`src/rtl/smb_cfg_slave.sv`:
```
module smb_cfg_slave #(
  parameter int           NREG     = 8,
  parameter logic [6:0]   DEV_ADDR = 7'h69,
  parameter logic [8*NREG-1:0] DEFAULTS = 64'h0F1E_2D3C_4B5A_6978
) (
  input  logic              clk,
  input  logic              rst_n,
  input  logic              scl_i,
  input  logic              sda_i,
  input  logic              skip_count,
  output logic              sda_oe,
  output logic [8*NREG-1:0] cfg
);
  localparam int         AW       = $clog2(NREG);
  localparam logic [7:0] CNT_BYTE = 8'(NREG);

  typedef enum logic [2:0] {S_IDLE, S_ADDR, S_CMD, S_CNT, S_WR, S_RD} st_t;

  logic [1:0] scl_s, sda_s;
  logic       scl_q, sda_q;
  st_t        st;
  logic [3:0] bitcnt;
  logic       ack_ph, rw, blk, mack;
  logic [7:0] sh, tx;
  logic [6:0] ptr;
  logic [7:0] regs [NREG];

  wire scl   = scl_s[1];
  wire sda   = sda_s[1];
  wire rise  = scl & ~scl_q;
  wire fall  = ~scl & scl_q;
  wire start = scl & scl_q & sda_q & ~sda;
  wire stop  = scl & scl_q & ~sda_q & sda;
  wire idle  = (st == S_IDLE);

  wire       in_range = int'(ptr) < NREG;
  wire [7:0] rd_byte  = in_range ? regs[ptr[AW-1:0]] : 8'hFF;
  wire [6:0] ptr_nx   = (ptr == 7'h7F) ? ptr : ptr + 7'd1;
  wire       adr_ok   = (sh[7:1] == DEV_ADDR);

  for (genvar g = 0; g < NREG; g++) begin : g_out
    assign cfg[8*g +: 8] = regs[g];
  end

  always_ff @(posedge clk or negedge rst_n) begin
    if (!rst_n) begin
      scl_s <= 2'b11; sda_s <= 2'b11; scl_q <= 1'b1; sda_q <= 1'b1;
    end else begin
      scl_s <= {scl_s[0], scl_i}; sda_s <= {sda_s[0], sda_i};
      scl_q <= scl;               sda_q <= sda;
    end
  end

  always_ff @(posedge clk or negedge rst_n) begin
    if (!rst_n) begin
      st <= S_IDLE; bitcnt <= '0; ack_ph <= 1'b0; rw <= 1'b0; blk <= 1'b0;
      mack <= 1'b0; sh <= '0; tx <= '0; ptr <= '0; sda_oe <= 1'b0;
      for (int i = 0; i < NREG; i++) regs[i] <= DEFAULTS[8*i +: 8];
    end else if (start) begin
      st <= S_ADDR; bitcnt <= '0; ack_ph <= 1'b0; sda_oe <= 1'b0;
    end else if (stop) begin
      st <= S_IDLE; ack_ph <= 1'b0; sda_oe <= 1'b0;
    end else if (st == S_RD) begin
      if (rise) begin
        if (ack_ph) mack <= ~sda;
        else        bitcnt <= bitcnt + 4'd1;
      end else if (fall) begin
        if (ack_ph) begin
          if (mack) begin
            tx <= rd_byte; sda_oe <= ~rd_byte[7]; ptr <= ptr_nx;
            bitcnt <= '0; ack_ph <= 1'b0;
          end else begin
            st <= S_IDLE; sda_oe <= 1'b0; ack_ph <= 1'b0;
          end
        end else if (bitcnt == 4'd8) begin
          sda_oe <= 1'b0; ack_ph <= 1'b1;
        end else if (bitcnt != 4'd0) begin
          tx <= {tx[6:0], 1'b0}; sda_oe <= ~tx[6];
        end
      end
    end else if (st != S_IDLE) begin
      if (rise && !ack_ph && bitcnt < 4'd8) begin
        sh <= {sh[6:0], sda}; bitcnt <= bitcnt + 4'd1;
      end else if (fall) begin
        if (!ack_ph && bitcnt == 4'd8) begin
          ack_ph <= 1'b1; sda_oe <= 1'b1;
          case (st)
            S_ADDR: begin
              rw <= sh[0];
              if (!adr_ok) begin st <= S_IDLE; sda_oe <= 1'b0; ack_ph <= 1'b0; end
            end
            S_CMD: begin blk <= ~sh[7]; ptr <= sh[7] ? sh[6:0] : 7'd0; end
            S_WR: begin
              if (in_range) regs[ptr[AW-1:0]] <= sh;
              ptr <= ptr_nx;
            end
            default: ;
          endcase
        end else if (ack_ph) begin
          ack_ph <= 1'b0; bitcnt <= '0; sda_oe <= 1'b0;
          case (st)
            S_ADDR: begin
              if (rw) begin
                st <= S_RD;
                if (blk) begin tx <= CNT_BYTE; sda_oe <= ~CNT_BYTE[7]; end
                else begin tx <= rd_byte; sda_oe <= ~rd_byte[7]; ptr <= ptr_nx; end
              end else st <= S_CMD;
            end
            S_CMD:   st <= (blk && !skip_count) ? S_CNT : S_WR;
            S_CNT:   st <= S_WR;
            default: ;
          endcase
        end
      end
    end
  end
endmodule


```
`config.mk`:
```
export PLATFORM = sky130hd
export DESIGN_NAME = smb_cfg_slave
export DESIGN_NICKNAME = d
export VERILOG_FILES = /design/src/rtl/smb_cfg_slave.sv
export SDC_FILE = /design/constraint.sdc
export NUM_CORES = 1
export LEC_CHECK = 0
export BUFFER_PORTS_ARGS = -buffer_cell sky130_fd_sc_hd__buf_2
export CORE_MARGIN = 10
export CORE_UTILIZATION = 55
export DETAILED_ROUTE_END_ITERATION = 12
export GPL_TIMING_DRIVEN = 0
export PLACE_DENSITY = 0.76
export SYNTH_ARGS = -nofsm -noshare
export SYNTH_HDL_FRONTEND = slang
export SYNTH_SLANG_ARGS = --single-unit
```
`constraint.sdc`:
```
create_clock -name clk -period 7 [get_ports clk]
set_clock_uncertainty 0.05 [all_clocks]
set_input_delay 1.4 -clock clk [delete_from_list [all_inputs] [get_ports clk]]
set_output_delay 1.4 -clock clk [all_outputs]
set_load 0.005 [all_outputs]
```
# --- After elaboration in Yosys (flattened, before gate mapping) ---
# Index checks and enable logic that the tools add are counted.
word_totals:
  regBits: 104
  output_inout_bits: 65
  word_cells: 214
classes:
  magnitude_cmp: 4
  mux: 98
  reduce_logical: 37
  add_sub_neg: 2
  n_eq_ne: 32
  bitwise: 19
op_table:
  columns: ["op", "count"]
  rows:
  - ["2-to-1 mux 7 bit", 30]
  - ["bitwise mux 64 bit", 1]
  - ["2-to-1 mux 4 bit", 13]
  - ["2-to-1 mux 3 bit", 16]
  - ["inequality test 4 bit (second input constant)", 10]
  - ["2-to-1 mux 8 bit", 4]
  - ["2-to-1 mux 1 bit", 30]
  - ["AND reduction 14 bit", 2]
  - ["binary-select mux 8 bit (select 3 bit)", 1]
  - ["demux 8 bit (select 3 bit)", 1]
  - ["nonzero test 4 bit", 5]
  - ["AND reduction 9 bit", 2]
  - ["inequality test 2 bit (second input constant)", 8]
  - ["AND reduction 8 bit", 2]
  - ["AND reduction 5 bit", 3]
  - ["nonzero test 3 bit", 5]
  - ["equality test 7 bit (second input constant)", 2]
  - ["case mux 7 bit (2 select lines)", 1]
  - ["nonzero test 2 bit", 6]
  - ["NOT 1 bit", 11]
  - ["AND reduction 11 bit", 1]
  - ["nonzero test 5 bit", 2]
  - ["case mux 3 bit (3 select lines)", 1]
  - ["adder 7 x 1 -> 7 bit (second input constant)", 1]
  - ["21 further kinds", 34]

# --- Logic depth before layout (Yosys ltp) ---
depth:
  depth_word: 17
  ltp_mapped: 10

# --- Least setup slack after synthesis ---
# Ideal clock, no wire load.
synth_path:
  path_kind: "input -> register"
  from: "input port skip_count"
  to: "register st[0]"
  path_slack_ns: 4.290
  arrival_ns: 2.564
  required_ns: 6.855
  cell_stages: 5
  path_cell_list: "or3b_2 > and3_1 > nor4_1 > a21oi_1 > o31ai_1"
synth_between:
  elab_chain_cells: 12
synth_lines:
  columns: ["item", "line_no", "rtl"]
  rows:
  - ["start: declaration", "10", "input logic skip_count,"]
  - ["zero test 1 bit", "109", "S_CMD: st <= (blk && !skip_count) ? S_CNT : S_WR;"]
  - ["logical AND 1 bit", "109", null]
  - ["2-to-1 mux 3 bit", "109", null]
  - ["case mux 3 bit (3 select lines)", "101", "case (st)"]
  - ["2-to-1 mux 3 bit", "99", "end else if (ack_ph) begin"]
  - ["2-to-1 mux 3 bit", "85", "if (!ack_ph && bitcnt == 4'd8) begin"]
  - ["2-to-1 mux 3 bit", "84", "end else if (fall) begin"]
  - ["2-to-1 mux 3 bit", "82", "if (rise && !ack_ph && bitcnt < 4'd8) begin"]
  - ["2-to-1 mux 3 bit", "81", "end else if (st != S_IDLE) begin"]
  - ["2-to-1 mux 3 bit", "63", "end else if (st == S_RD) begin"]
  - ["2-to-1 mux 3 bit", "61", "end else if (stop) begin"]
  - ["2-to-1 mux 3 bit", "59", "end else if (start) begin"]
  - ["end signal: assignment", "109", null]
  - ["end: declaration", "21", "st_t st;"]
# Every way passes these cells. The select of a mux whose other input is x is not followed.
# A chain may end at the register's enable or synchronous reset.

# --- Worst setup path in the final report ---
layout_path:
  from: "register bitcnt[0]"
  to: "register ptr[2]"
layout_between:
  elab_chain_cells: 7
  word_cells_on_any_way: 17
layout_lines:
  columns: ["item", "line_no", "rtl"]
  rows:
  - ["start: declaration", "22", "logic [3:0] bitcnt;"]
  - ["start signal: assignment", "66", "else bitcnt <= bitcnt + 4'd1;"]
  - ["start signal: assignment", "83", "sh <= {sh[6:0], sda}; bitcnt <= bitcnt + 4'd1;"]
  - ["parallel branches: the longest is 7 deep, another holds < comparator 4 bit", null, null]
  - ["end signal: assignment", "70", "tx <= rd_byte; sda_oe <= ~rd_byte[7]; ptr <= ptr_nx;"]
  - ["end signal: assignment", "92", "S_CMD: begin blk <= ~sh[7]; ptr <= sh[7] ? sh[6:0] : 7'd0; end"]
  - ["end signal: assignment", "95", "ptr <= ptr_nx;"]
  - ["end: declaration", "25", "logic [6:0] ptr;"]
# Several ways; the timed one is not identified. The select of a mux whose other input is x is not followed.

==> results.json <==
{
  "status": "finished with violations",
  "violations": "design-rule violations",
  "start_util": 0.5642,
  "path_buf_inv": 3,
  "nFillCells": 829,
  "end_kind": "flip-flop",
  "netlist.area_leader.share": 0.3009,
  "drc": 1,
  "slew_viol_final": 0,
  "cts_hold_buf": 0,
  "slew_headroom": 0.3932,
  "drive_above_1_share": 0.4194,
  "avgSynthCellArea_um2": 11.18,
  "fmax_mhz": 358.2,
  "ys_ff_latch": 104,
  "cts_tree": "yes",
  "synth_cells": 491,
  "worstSetupPathType": "flip-flop to flip-flop",
  "dieArea_um2": 14380,
  "synth.largest_area_cell": "dfrtp_1",
  "area_growth_pct": 13.31,
  "synthArstFlopShare": 1.000,
  "cts_sinks": 104,
  "vdd.ir_drop.worst_uv": 125.3,
  "yosys-top-cells-area": "dfrtp_1, dfstp_2, mux2_2",
  "maxCapViolations": 0,
  "numCtsBuffers": 9,
  "fp-row-count": 36,
  "synth_most_common_cell": "mux2_2",
  "post-route-period-util": 0.3988,
  "core-area_um2": 9729,
  "crit_chain": "inv_1 -> ha_1 -> nor4bb_1 -> buf_2 -> o22ai_1 -> a211oi_1 -> buf_2 -> a21oi_1 -> a21oi_1",
  "cts_setup_buffers": 0,
  "r2r_start": "bitcnt[0]",
  "grt_use_total": 0.2048,
  "syn_area_um2": 5489,
  "reg2regPathDepth": 9,
  "ant_nets": 0,
  "routed_wl_mm": 14.74,
  "cts_htree_levels": 3,
  "max_stage_delay_ns": 0.56,
  "cts-resized-gates": 0,
  "cp.arrival_ns": 3.03,
  "place_area_um2": 6031,
  "p_leak_nw": 2.939,
  "hp-class": "flip-flop to flip-flop",
  "vias": 4350,
  "drtIter0Drc": 366,
  "wl_per_cell_um": 20.77,
  "seq_area_frac_synth": 0.4828,
  "synth_flop_cell": "dfrtp_1",
  "clockBufferDepth": 2,
  "crit_family": "compound AO/OA/AOI/OAI gates",
  "cpMaxStageDelayCell": "a211oi_1",
  "crit_fanout": 10,
  "detail_route.first_pass.iterations": 10,
  "grt_max_degree": 60,
  "gp_congestion": 0.8912,
  "grt_remaining_overflow": 0,
  "ys_warn_count": 0,
  "worstHoldStart": "sda_s[0]",
  "root_buffer": "clkbuf_8",
  "finalSetupViolations": 0,
  "rrSetupSlack_ns": 4.21,
  "finalPower_mw": 1.463,
  "layout.nets": 583,
  "clk_pin_slew_worst_paths_ns": 0.10,
  "multi_input_area_um2": 2645,
  "antenna_found_initial": 0,
  "grt_pass1_wl_mm": 23.73,
  "tightest_slew_ns": 0.9093,
  "required_ns": 7.24,
  "post-route-min-period_ns": 2.792,
  "synth_edf_count": 0,
  "diodes": 0,
  "synth_common_cells": "mux2_2, dfrtp_1, nand2_1",
  "stdcell_area_um2": 6220,
  "regArea_um2": 2650,
  "r2r_end": "ptr[2]",
  "dieWidth_um": 119.9,
  "tns_ns": 0,
  "holdPathEnd": "sda_s[1]",
  "crit_path_start_kind": "flip-flop",
  "viasPerCell": 6.127,
  "synth_cell_type_count": 62,
  "io_buffers": 69,
  "hold_viol": 0,
  "rsz0062_at_grt": "false",
  "grt_pass1_vias": 4380,
  "io_pins": 70,
  "holdPathStages": 0,
  "die_h_um": 119.9,
  "power_density_nw_per_um2": 235.2,
  "clock_latency_ns": 0.38,
  "syn_nets": 502,
  "hpwl_mm": 10.72
}
==> flip-flops by register name (all words and copies together) (netlist names), 2 cells and up <==
name and count:
bitcnt 4, cfg 64, ptr 7, scl_s 2, st 3, tx 7
sh 8, sda_s 2
==> where the power goes <==
group | internal (mW) | switching, mW
logic | 0.133 | 0.280
clock network | 0.167 | 0.205
registers | 0.644 | 0.0341
total | 0.943 | 0.520
==> worst max-delay path by stage <==
stage	startpoint	end	slack (ns)	cells past startpoint
after CTS	bitcnt[0]	cfg[39]	4.25	8
after floorplan	skip_count	st[0]	4.29	5
after global routing	bitcnt[0]	ptr[2]	3.99	9
after global placement	rst_n	cfg[41]	3.39	1
after detailed placement	skip_count	st[0]	3.98	6
final	bitcnt[0]	ptr[2]	4.21	9
==> cell families after synthesis <==
group                      synth area share
xor gates and xnor gates           0.003192
buffers and inverters               0.03533
AOI/OAI and AO/OA                    0.1226
muxes                                0.2154
and+or+nand+nor                      0.1270
adders and majority gates           0.01368
DFF                                  0.4828
==> per-layer routing <==
layer / global-route usage / vias up / routed length (um)
met1: 0.2622 / 2181 / 6316
met4: 0.06863 / 0 / 335
li1: - / 1954 / -
met2: 0.3332 / 176 / 7082
met5: 0 / - / 0
met3: 0.05016 / 39 / 1010
==> final cells by class <==
type,count,area share
timing repair buffer,70,0.06035
clock inverter,5,0.009254
sequential,104,0.4261
inverter,12,0.007242
clock buffer,11,0.02112
buffer,35,0.02394
multi-input combinational,340,0.4253
tap,133,0.02676
==> cell usage in the layout (no fill, tap or decap), drive strengths merged, types with 2 or more instances in the layout <==
cell and n:
dfstp 38, nor3 7, inv 13, buf 85, dfrtp 66, or3 2
ha 6, nand2b 10, a32oi 2, a21oi 25, mux2i 9, o31ai 7
nand2 43, o22ai 2, o21a 2, nand3b 3, nor4 3, a311oi 2
mux2 85, a221oi 3, a41oi 2, o21ai 26, nand4 2, a22o 3
a31oi 11, and3 5, nor2b 10, clkinv 3, a211oi 4, mux4 6
or3b 2, a22oi 3, o2111ai 2, nor2 21, clkbuf 31, nand3 13
==> through the flow <==
stage / worst slack, ns / std cells / util / hold slack (ns)
2_1_floorplan: 4.290 / 491 / - / 0.2952
6_report: 4.208 / 710 / 0.6393 / 0.3111
4_1_cts: 4.245 / 710 / 0.6393 / 0.3138
3_5_place_dp: 3.981 / 694 / 0.6199 / 0.2991
3_3_place_gp: 3.391 / 693 / 0.6168 / 0.2967
5_1_grt: 3.994 / 710 / 0.6393 / 0.3147
Power figures use the tool's default switching activity.
